### src/rtl/alu16_pkg.sv
package alu16_pkg;

    // Operation codes; the numeric order is the instruction encoding
    typedef enum logic [3:0] {
        OP_IDLE  = 4'd0,
        OP_SUM   = 4'd1,
        OP_DIFF  = 4'd2,
        OP_INCL  = 4'd3,
        OP_INCR  = 4'd4,
        OP_DECL  = 4'd5,
        OP_DECR  = 4'd6,
        OP_AND   = 4'd7,
        OP_OR    = 4'd8,
        OP_INVL  = 4'd9,
        OP_SHL   = 4'd10,
        OP_RORR  = 4'd11,
        OP_PASSL = 4'd12,
        OP_PASSR = 4'd13,
        OP_ZERO  = 4'd14,
        OP_ONES  = 4'd15
    } alu_op_e;

    localparam int FLAG_W = 5;

    // Packed so that bit 0 is zero and bit 4 is the moved-out bit
    typedef struct packed {
        logic shout;
        logic ovf;
        logic cy;
        logic neg;
        logic zero;
    } alu_flags_t;

endpackage

### src/rtl/alu16_addsub.sv
module alu16_addsub
    import alu16_pkg::*;
#(
    parameter int W = 16
) (
    input  alu_op_e        op,
    input  logic [W-1:0]   lhs,
    input  logic [W-1:0]   rhs,
    output logic [W-1:0]   sum,
    output logic           cy,
    output logic           ovf,
    output logic           is_arith
);

    localparam int WX = W + 1;

    logic [W-1:0]  opa;
    logic [W-1:0]  opb;
    logic          cin;
    logic          flip_cy;
    logic [WX-1:0] wide;

    // One adder serves every arithmetic code; operands are steered in
    always_comb begin
        opa      = lhs;
        opb      = '0;
        cin      = 1'b0;
        flip_cy  = 1'b0;
        is_arith = 1'b1;
        case (op)
            OP_SUM:  opb = rhs;
            OP_DIFF: begin opb = ~rhs; cin = 1'b1; flip_cy = 1'b1; end
            OP_INCL: cin = 1'b1;
            OP_INCR: begin opa = rhs; cin = 1'b1; end
            OP_DECL: begin opb = '1; flip_cy = 1'b1; end
            OP_DECR: begin opa = rhs; opb = '1; flip_cy = 1'b1; end
            default: is_arith = 1'b0;
        endcase
    end

    assign wide = {1'b0, opa} + {1'b0, opb} + {{W{1'b0}}, cin};
    assign sum  = wide[W-1:0];
    // A missing carry on a subtracting path is a borrow
    assign cy   = is_arith & (wide[W] ^ flip_cy);
    assign ovf  = is_arith & (opa[W-1] == opb[W-1]) & (sum[W-1] != opa[W-1]);

endmodule

### src/rtl/alu16_bitops.sv
module alu16_bitops
    import alu16_pkg::*;
#(
    parameter int W = 16
) (
    input  alu_op_e        op,
    input  logic [W-1:0]   lhs,
    input  logic [W-1:0]   rhs,
    output logic [W-1:0]   res,
    output logic           shout
);

    always_comb begin
        res   = '0;
        shout = 1'b0;
        case (op)
            OP_AND:   res = lhs & rhs;
            OP_OR:    res = lhs | rhs;
            OP_INVL:  res = ~lhs;
            OP_SHL:   begin res = {lhs[W-2:0], 1'b0};  shout = lhs[W-1]; end
            OP_RORR:  begin res = {lhs[0], lhs[W-1:1]}; shout = lhs[0];   end
            OP_PASSL: res = lhs;
            OP_PASSR: res = rhs;
            OP_ONES:  res = '1;
            default:  res = '0;
        endcase
    end

endmodule

### src/rtl/alu16_core.sv
module alu16_core
    import alu16_pkg::*;
#(
    parameter int W = 16
) (
    input  logic                clk,
    input  logic                rst_n,
    input  logic [3:0]          op_i,
    input  logic [W-1:0]        lhs_i,
    input  logic [W-1:0]        rhs_i,
    output logic [W-1:0]        res_o,
    output logic [FLAG_W-1:0]   flags_o
);

    typedef struct packed {
        logic [W-1:0] res;
        alu_flags_t   fl;
    } out_t;

    alu_op_e      op;
    logic [W-1:0] a_sum;
    logic         a_cy;
    logic         a_ovf;
    logic         a_sel;
    logic [W-1:0] b_res;
    logic         b_shout;
    out_t         out_d;
    out_t         out_q;

    assign op = alu_op_e'(op_i);

    alu16_addsub #(.W(W)) u_addsub (
        .op       (op),
        .lhs      (lhs_i),
        .rhs      (rhs_i),
        .sum      (a_sum),
        .cy       (a_cy),
        .ovf      (a_ovf),
        .is_arith (a_sel)
    );

    alu16_bitops #(.W(W)) u_bitops (
        .op    (op),
        .lhs   (lhs_i),
        .rhs   (rhs_i),
        .res   (b_res),
        .shout (b_shout)
    );

    always_comb begin
        out_d = '0;
        if (op != OP_IDLE) begin
            out_d.res      = a_sel ? a_sum : b_res;
            out_d.fl.zero  = (out_d.res == '0);
            out_d.fl.neg   = out_d.res[W-1];
            out_d.fl.cy    = a_cy;
            out_d.fl.ovf   = a_ovf;
            out_d.fl.shout = b_shout;
        end
    end

    always_ff @(posedge clk or negedge rst_n) begin
        if (!rst_n) begin
            out_q <= '0;
        end else begin
            out_q <= out_d;
        end
    end

    assign res_o   = out_q.res;
    assign flags_o = out_q.fl;

endmodule

### config.mk
export PLATFORM = sky130hd
export DESIGN_NAME = alu16_core
export DESIGN_NICKNAME = d
export VERILOG_FILES = /design/src/rtl/alu16_pkg.sv /design/src/rtl/alu16_addsub.sv /design/src/rtl/alu16_bitops.sv /design/src/rtl/alu16_core.sv
export SDC_FILE = /design/constraint.sdc
export NUM_CORES = 1
export LEC_CHECK = 0
export ABC_AREA = 1
export BUFFER_PORTS_ARGS = -buffer_cell sky130_fd_sc_hd__buf_2
export CORE_AREA = 2 2 106 108
export CTS_BUF_LIST = sky130_fd_sc_hd__clkbuf_16
export CTS_CLUSTER_SIZE = 12
export DETAILED_ROUTE_END_ITERATION = 10
export DIE_AREA = 0 0 108 110
export GPL_ROUTABILITY_DRIVEN = 1
export GPL_TIMING_DRIVEN = 0
export SYNTH_ARGS = -nofsm -noshare
export SYNTH_HDL_FRONTEND = slang
export SYNTH_SLANG_ARGS = --single-unit
### constraint.sdc
create_clock -name clk -period 0.8 [get_ports clk]
set_input_delay 0.12 -clock clk [delete_from_list [all_inputs] [get_ports clk]]
set_output_delay 0.12 -clock clk [all_outputs]
set_load 0.01 [all_outputs]
### After elaboration in Yosys (flattened, before gate mapping)

Cells that the tools add are included.

* add/sub/neg operators: 2
* eq/ne operators: 16
* reductions and logical operators: 7
* multiplexer cells: 9
* bitwise gates (word level): 8

Operator list (count)
* 16-bit case mux with 8 select lines: 1
* 16-bit case mux with 3 select lines: 1
* 16-bit 2-to-1 mux: 2
* 16-bit NOT: 2
* 4-bit == test (second input constant): 7
* 21-bit 2-to-1 mux: 1
* 16-bit by 16-bit adder with 17-bit output: 1
* 17-bit by 1-bit adder with 17-bit output: 1
* 16-bit bitwise AND: 1
* 4-bit by 3-bit == test with 1-bit output (second input constant): 4
* 16-bit zero test: 1
* 16-bit bitwise OR: 1
* 4-bit by 2-bit == test with 1-bit output (second input constant): 2
* 3-bit OR reduction: 2
* 6-bit OR reduction: 1
* 4-bit by 1-bit == test with 1-bit output (second input constant): 1
* 4-bit nonzero test: 1
* 2-bit OR reduction: 2
* 1-bit bitwise AND: 3
* 1-bit 2-to-1 mux: 3
* 1-bit case mux with 2 select lines: 1
* 1-bit == test: 1
* 1-bit != test: 1
* 1-bit XOR: 1

* register bits: 21
* logic and storage cells: 48
* output and inout port bits: 21
* bits of input ports: 38

### Logic depth before layout (Yosys ltp)

Gate-level depths: netlist of the first run.

* word-level depth: 8
* depth in mapped cells: 21
* depth with buffers taken out: 21

### By module

A second synthesis of the first run with hierarchy kept.

* cells, all modules: 759
* area total of the unflattened synthesis: 4147.7 µm²

By module, submodules not included
* alu16_addsub: seq. area each 0.0 µm², instances 1, cells an instance 282, area each 1549.0 µm²
* alu16_bitops: seq. area each 0.0 µm², instances 1, cells an instance 331, area each 1530.2 µm²
* alu16_core: seq. area each 500.5 µm², instances 1, cells an instance 146, area each 1068.5 µm²

### Least setup slack after synthesis of the first run

Ideal clock, no wire load.

* kind: input to register
* start: input op_i[2]
* end: register out_q (netlist bit flags_o[0])
* arrival time: 2.425 ns
* path slack: -1.697 ns
* cell stages on the path: 21
* path buffers: 0
* data required time: 0.729 ns
* setup time: 0.071 ns
* path through: nor2_1 inv_1 nor2_1 inv_1 o21ai_0 a31oi_1 fa_1 inv_1 fa_1 nand2_1 nand2_1 nand3_1 nand2_1 nand2_1 nand3_1 nand2_1 nor2_1 nand2_1 nor2_1 nand3_1 nor2_1

RTL lines
* from (decl): line alu16_core.sv:8 `input logic [3:0] op_i,`
* to (signal assigned): line alu16_core.sv:66 `out_q <= out_d;`
* to (decl): line alu16_core.sv:28 `out_t out_q;`

==> results.md, run 1 <==
- Outcome: finished with violations
- Failing checks: setup timing
- Largest net degree at the start of global routing: 21
- Hold Vio Cnt, Final: 0
- Hold crit path type: in2reg
- Worst Path Required: 0.91 ns
- Routability cong.: a little under 0.9
- Top area cells in the synthesized netlist: nand2_1 28%, dfrtp_1 16%, inv_1 10%, nand3_1 7.6%, ha_1 5.9%
- Delay-heaviest family, CP: simple AND/OR/NAND/NOR gates
- Initial Utilization: 0.297
- Share of the synthesized area in the top cell type: 0.276
- Synth cell count leaders: 233 x nand2_1, 85 x inv_1, 49 x nor2_1, 48 x nand3_1, 36 x o21ai_0
- 1st-pass router iterations: 5
- RSZ-0062 raised after global routing: true
- PortBufs: 57
- Max frequency: 436 MHz
- Count leader, synth: nand2_1
- GR Overflow Total: 0
- Main synth FF type: dfrtp_1
- Critical path buffers and inverters: 4
- Leak Pwr: roughly 2.6 nW
- Antenna violations before repair: 0
- Via density: between 5 and 6
- Row count: 38
- Initial DRC Count: 406
- Dpl ws: -2.02 ns
- Drt total wl: 12.4 mm
- Gate count after technology mapping: 596
- CP arrival: 2.40 ns
- Global-route wire length before repair: 18.5 mm
- Clk buf depth: 2
- Mean post-synth cell area: 5.33 sq um
- Total power: 5.34 mW
- Max-Slew Margin vs Limit: 0.675
- Async S/R FF share, synth: 1.00
- Synth warn: 0
- Worst setup margin: -1.49 ns
- Critical Path Sink: flags_o[2]$_DFF_PN0_
- Layout area overhead: 53.3%
- I/O pin total: 59
- Reg clk slew, reported paths: 0.05 ns
- Drt wl/cell: 14.4 microns
- Fin. max-slew vios: 0
- Clk sink count: 20
- Max incr delay on CP: 0.39 ns
- Root buf cell: clkbuf_16
- Core area: about 11000 sq um
- Gr usage total: 0.195
- Htree depth: 1
- DRC: 0
- Vias: around 4.3k
- Min Tclk post-route: 2.29 ns
- Pwr dens: 1100 nW/um^2
- Die area: approximately 12000 sq um
- Period Utilization, post-route: 2.87
- Crit. path cell count: 20
- Post-synth EDFFs: 0
- Post-Syn Area: approximately 3200 sq um
- Worst slew pin tran: 0.485 ns
- Vert. Die Dim: ~110 microns
- #FFs+latches synth: 20
- Crit path max fanout: 5
- Post-DP HPWL: 8.76 mm
- CP Launch Point: op_i[0]
- ANT cells: 0
- CTS Buf Count: 3
- Post-route ant nets: 0
- Setup Crit Path Kind: in2reg
- Number of max-cap violations: 0
- Slowest cell on crit path: fa_2
- Worst setup EP type: flop
- CP startpoint kind: input port
- VDD IR max: 0.00103 V
- Share of cells above drive strength 1: 0.367
- Top cell type by total area after synthesis: nand2_1
- CTS tree: yes
- Yosys cell types: 30
- Post-synthesis sequential area ratio: 0.158
- Final net count: around 770
- # setup viols final: 41
- Worst-path cell chain: buf_12, inv_12, nand2_8, nor2_4, inv_2, o21ai_2, a31oi_2, fa_2, inv_2, fa_2, nand2_1, nand2_1, nand3_2, nand2_4, nand3b_1, nand2_2, nand3_2, nand2_2, xnor2_1, nor2_1
- Die X: 108 microns
- Vias in the first global route: ~4k
- Syn_nets: 651
[power by group]
group	total [mW]	switching, mW	internal, mW
clock network	0.946	0.292	0.655
logic	3.19	1.87	1.32
registers	1.20	0.0363	1.17
[metal layers]
| layer | vias up | wire, microns | share of wire | global-route usage |
|---|---|---|---|---|
| met5 | - | 0 | 0 | 0 |
| met4 | 0 | 374 | 0.030 | 0.0559 |
| met3 | 37 | 929 | 0.075 | 0.0123 |
| met2 | 218 | 5760 | 0.47 | 0.343 |
| met1 | 1927 | 5300 | 0.43 | 0.258 |
| li1 | 2135 | - | - | - |
[area by class of cell]
type / instances / area [sq um]
clock buffers: 3 / 75.1
well taps: 140 / 175
fillers: 1123 / 5830
multi-input cells: 469 / 2720
inverters: 92 / 363
plain buffers: 15 / 176
repair buffers: 118 / 855
flip-flops and latches: 20 / 500
[cells in the final DEF (no fill, tap or decap), types with 7 or more instances in the layout]
master	instances
inv_2	14
buf_4	51
o211ai_1	19
nand4_1	7
buf_6	13
inv_1	76
a21oi_1	13
nor2_2	11
nand3_2	12
o21ai_0	25
nand2_2	43
nor2_4	7
nand2_4	9
nor2_1	37
nand3_1	35
buf_2	56
o21ai_1	11
nand2_1	185
dfrtp_1	20
ha_1	10
[worst min path at each step]
stage	endpoint	slack (ns)	cells past startpoint	from
2_1_floorplan	flags_o[0]$_DFF_PN0_	-0.18	0	rst_n
3_3_place_gp	res_o[2]$_DFF_PN0_	0.07	1	rst_n
5_1_grt	flags_o[4]$_DFF_PN0_	0.21	3	lhs_i[15]
4_1_cts	flags_o[4]$_DFF_PN0_	0.22	3	lhs_i[15]
6_report	flags_o[4]$_DFF_PN0_	0.22	3	lhs_i[15]
3_5_place_dp	res_o[2]$_DFF_PN0_	0.06	1	rst_n
[metrics by stage]
step           TNS, ns   util  instances  hold slack [ns]  area (sq um)
6_report        -23.40  0.455        857            0.220          4870
3_5_place_dp    -31.41  0.349        793           0.0630          3740
4_1_cts         -22.47  0.425        845            0.222          4550
3_3_place_gp    -30.73  0.349        793           0.0656          3740
5_1_grt         -26.09  0.455        857            0.212          4870
2_1_floorplan   -21.14      -        596           -0.176          3280
[kinds of logic (layout without fill, tap and decap cells)]
logic type      Yosys count  count (layout)  synth area share
xor+xnor                  3               3           0.00828
simple gates            365             365             0.481
flops                    20              20             0.158
fa+ha+maj                17              17            0.0717
compound gates           84              84             0.149
buf+inv                 107             228             0.133
[what timing repair did]
action	CTS	global route
hold endpoints to repair	20	0
hold buffers	1	0
gates cloned	1	2
pin swaps	39	37
endpoints found under the setup margin	41	41
resized for setup	95	65
buffers inserted	47	13
[sequential cells by signal (all words and copies together), names as in the netlist]
name,count
flags_o,5
res_o,15
Note: power is estimated with default switching activity, not from simulation.
==> run 2, diff against run 1 <==
MAX_ROUTING_LAYER = met4   (was not set)
TNS_END_PERCENT = 20   (was not set)
==> results.md, run 2 (synthesis gave the netlist of run 1 again) <==
- Cell internal pwr: 2.87 mW
- Clk sink count: 20
- Antenna violations before repair: 0
- Most frequent standard cell in the layout excluding fill and tap cells: nand2_1
- Hold Vio Cnt, Final: 0
- Reg clk slew, reported paths: 0.05 ns
- 1st-pass router iterations: 5
- Worst hold margin: 0.242 ns
- GR Overflow Total: 0
- Setup Crit Path Kind: in2reg
- CP arrival: 2.42 ns
- Net Sw Frac: 0.409
- Vias: about 4.1k
- Met3 usage: 0.00647
- Crit path max fanout: 5
- Worst Path Required: 0.91 ns
- Hold crit path type: in2reg
- Outcome: finished with violations
- Hold path startpoint: lhs_i[15]
- Root buf cell: clkbuf_16
- Worst setup margin: -1.51 ns
- Gr busiest metal: met2
- Vert. Die Dim: 110 microns
- Global-route wire length before repair: 17.7 mm
- Dpl cells: 793
- # setup viols final: just over 40
- Fin. max-slew vios: 0
- CTS tree: yes
- CP Launch Point: op_i[3]
- Post-DP HPWL: 8.73 mm
- Die area: 11900 sq um
- Comb pwr share: 0.559
- Via density: a little under 5
- GRT met2 Usage: 0.334
- VDD IR max: 0.00108 V
- Initial DRC Count: 287
- Share of cells above drive strength 1: 0.288
- Initial Utilization: 0.297
- CP startpoint kind: input port
- Leak Pwr: 2.48 nW
- Gr usage total: 0.193
- Post-route ant nets: 0
- CTS Buf Count: 3
- Worst slew pin tran: 0.462 ns
- RSZ-0062 raised after global routing: true
- PortBufs: 57
- Finished Layout Cells: approximately 830
- Drt total wl: 11.2 mm
- Htree depth: 1
- Pwr dens: 1100 nW/um^2
- Max reg flops: 15
- Max-Slew Margin vs Limit: 0.691
- Min Tclk post-route: 2.31 ns
- Drt wl/cell: 13.4 microns
- Vias in the first global route: 3732
- Core area: 10700 sq um
- Net Sw Power: approximately 2 mW
- Row count: 38
- Die X: 108 microns
- Layout area overhead: 39.2%
- Final net count: roughly 750
- Routability cong.: 0.964
- Worst setup EP type: flop
- Commonest cells after routing, fill and taps aside: 203 x nand2_1, 79 x inv_1, 59 x buf_2, 42 x nor2_1, 36 x nand3_1
- Failing checks: setup timing
- Max frequency: around 430 MHz
- Clk buf depth: 2
- I/O pin total: 59
- Sequential share of power: 0.246
- Clock power share: 0.195
- Grt met1 use: 0.252
- Number of max-cap violations: 0
- ANT cells: 0
- DRC: 0
- Period Utilization, post-route: 2.89
- Largest net degree at the start of global routing: 21
[run 2: changes by cell type in the layout (fill, tap and decap cells not counted), sizes merged]
cell / previous run / this run
clkbuf: 9 / 6
buf: 126 / 103
[run 2: worst max-delay path, stage by stage]
cell	delay, ns
buf_12	0.11
nor2_4	0.11
inv_2	0.06
nor2_4	0.13
inv_2	0.06
buf_4	0.13
buf_4	0.12
buf_4	0.12
buf_4	0.12
buf_4	0.12
buf_4	0.12
buf_4	0.12
buf_4	0.12
buf_4	0.12
buf_4	0.12
buf_4	0.12
buf_4	0.12
buf_4	0.12
nand2_1	0.07
xnor2_1	0.12
nor2_1	0.08
[run 2: final cells by class]
| cell class | instances | area [sq um] |
|---|---|---|
| Fill cell | 1172 | 6280 |
| Buffer | 15 | 148 |
| Sequential cell | 20 | 500 |
| Inverter | 92 | 360 |
| Timing Repair Buffer | 92 | 612 |
| Multi-Input combinational cell | 469 | 2550 |
| Tap cell | 140 | 175 |
| Clock buffer | 3 | 75.1 |
[run 2: per-layer routing]
metal,wire length [microns],vias up
li1,-,2079
met1,5170,1813
met2,5170,168
met3,626,19
met4,193,0
met5,0,-
[run 2: what timing repair did]
| action | in CTS | in global routing |
|---|---|---|
| endpoints found under the setup margin | 41 | 41 |
| resized for setup | 59 | 44 |
| hold buffers | 1 | 0 |
| buffers inserted | 28 | 5 |
| cloned | 0 | 1 |
| pin swaps | 29 | 27 |
| hold endpoints to repair | 20 | 0 |
[run 2: path summary, 6_finish.rpt]
kind / endpoint / depth (start not counted)
max in group asynchronous: res_o[8]$_DFF_PN0_ / 2
min in group asynchronous: res_o[1]$_DFF_PN0_ / 2
setup / recovery: flags_o[2]$_DFF_PN0_ / 21
hold / removal: flags_o[4]$_DFF_PN0_ / 3
[run 2: power groups by stage]
| stage | clock, mW | sequential [mW] | combinational, mW |
|---|---|---|---|
| 3_5_place_dp | 0 | 1.22 | 2.24 |
| 5_1_grt | 1.02 | 1.21 | 3.01 |
| 3_3_place_gp | 0 | 1.22 | 2.21 |
| 6_report | 0.946 | 1.20 | 2.72 |
| 4_1_cts | 0.965 | 1.20 | 2.49 |
| 2_1_floorplan | 0 | 1.31 | 1.39 |
[run 2: per-stage QoR]
stage / total power [mW] / utilization / worst slack, ns / TNS (ns) / cell area [sq um]
after floorplan: 2.70 / - / -1.41 / -21.40 / 3260
after global placement: 3.43 / 0.348 / -2.14 / -34.08 / 3720
after detailed placement: 3.46 / 0.348 / -2.19 / -34.73 / 3720
after CTS: 4.65 / 0.395 / -1.47 / -22.61 / 4230
after global routing: 5.24 / 0.413 / -1.62 / -25.70 / 4420
final: 4.86 / 0.413 / -1.51 / -22.69 / 4420
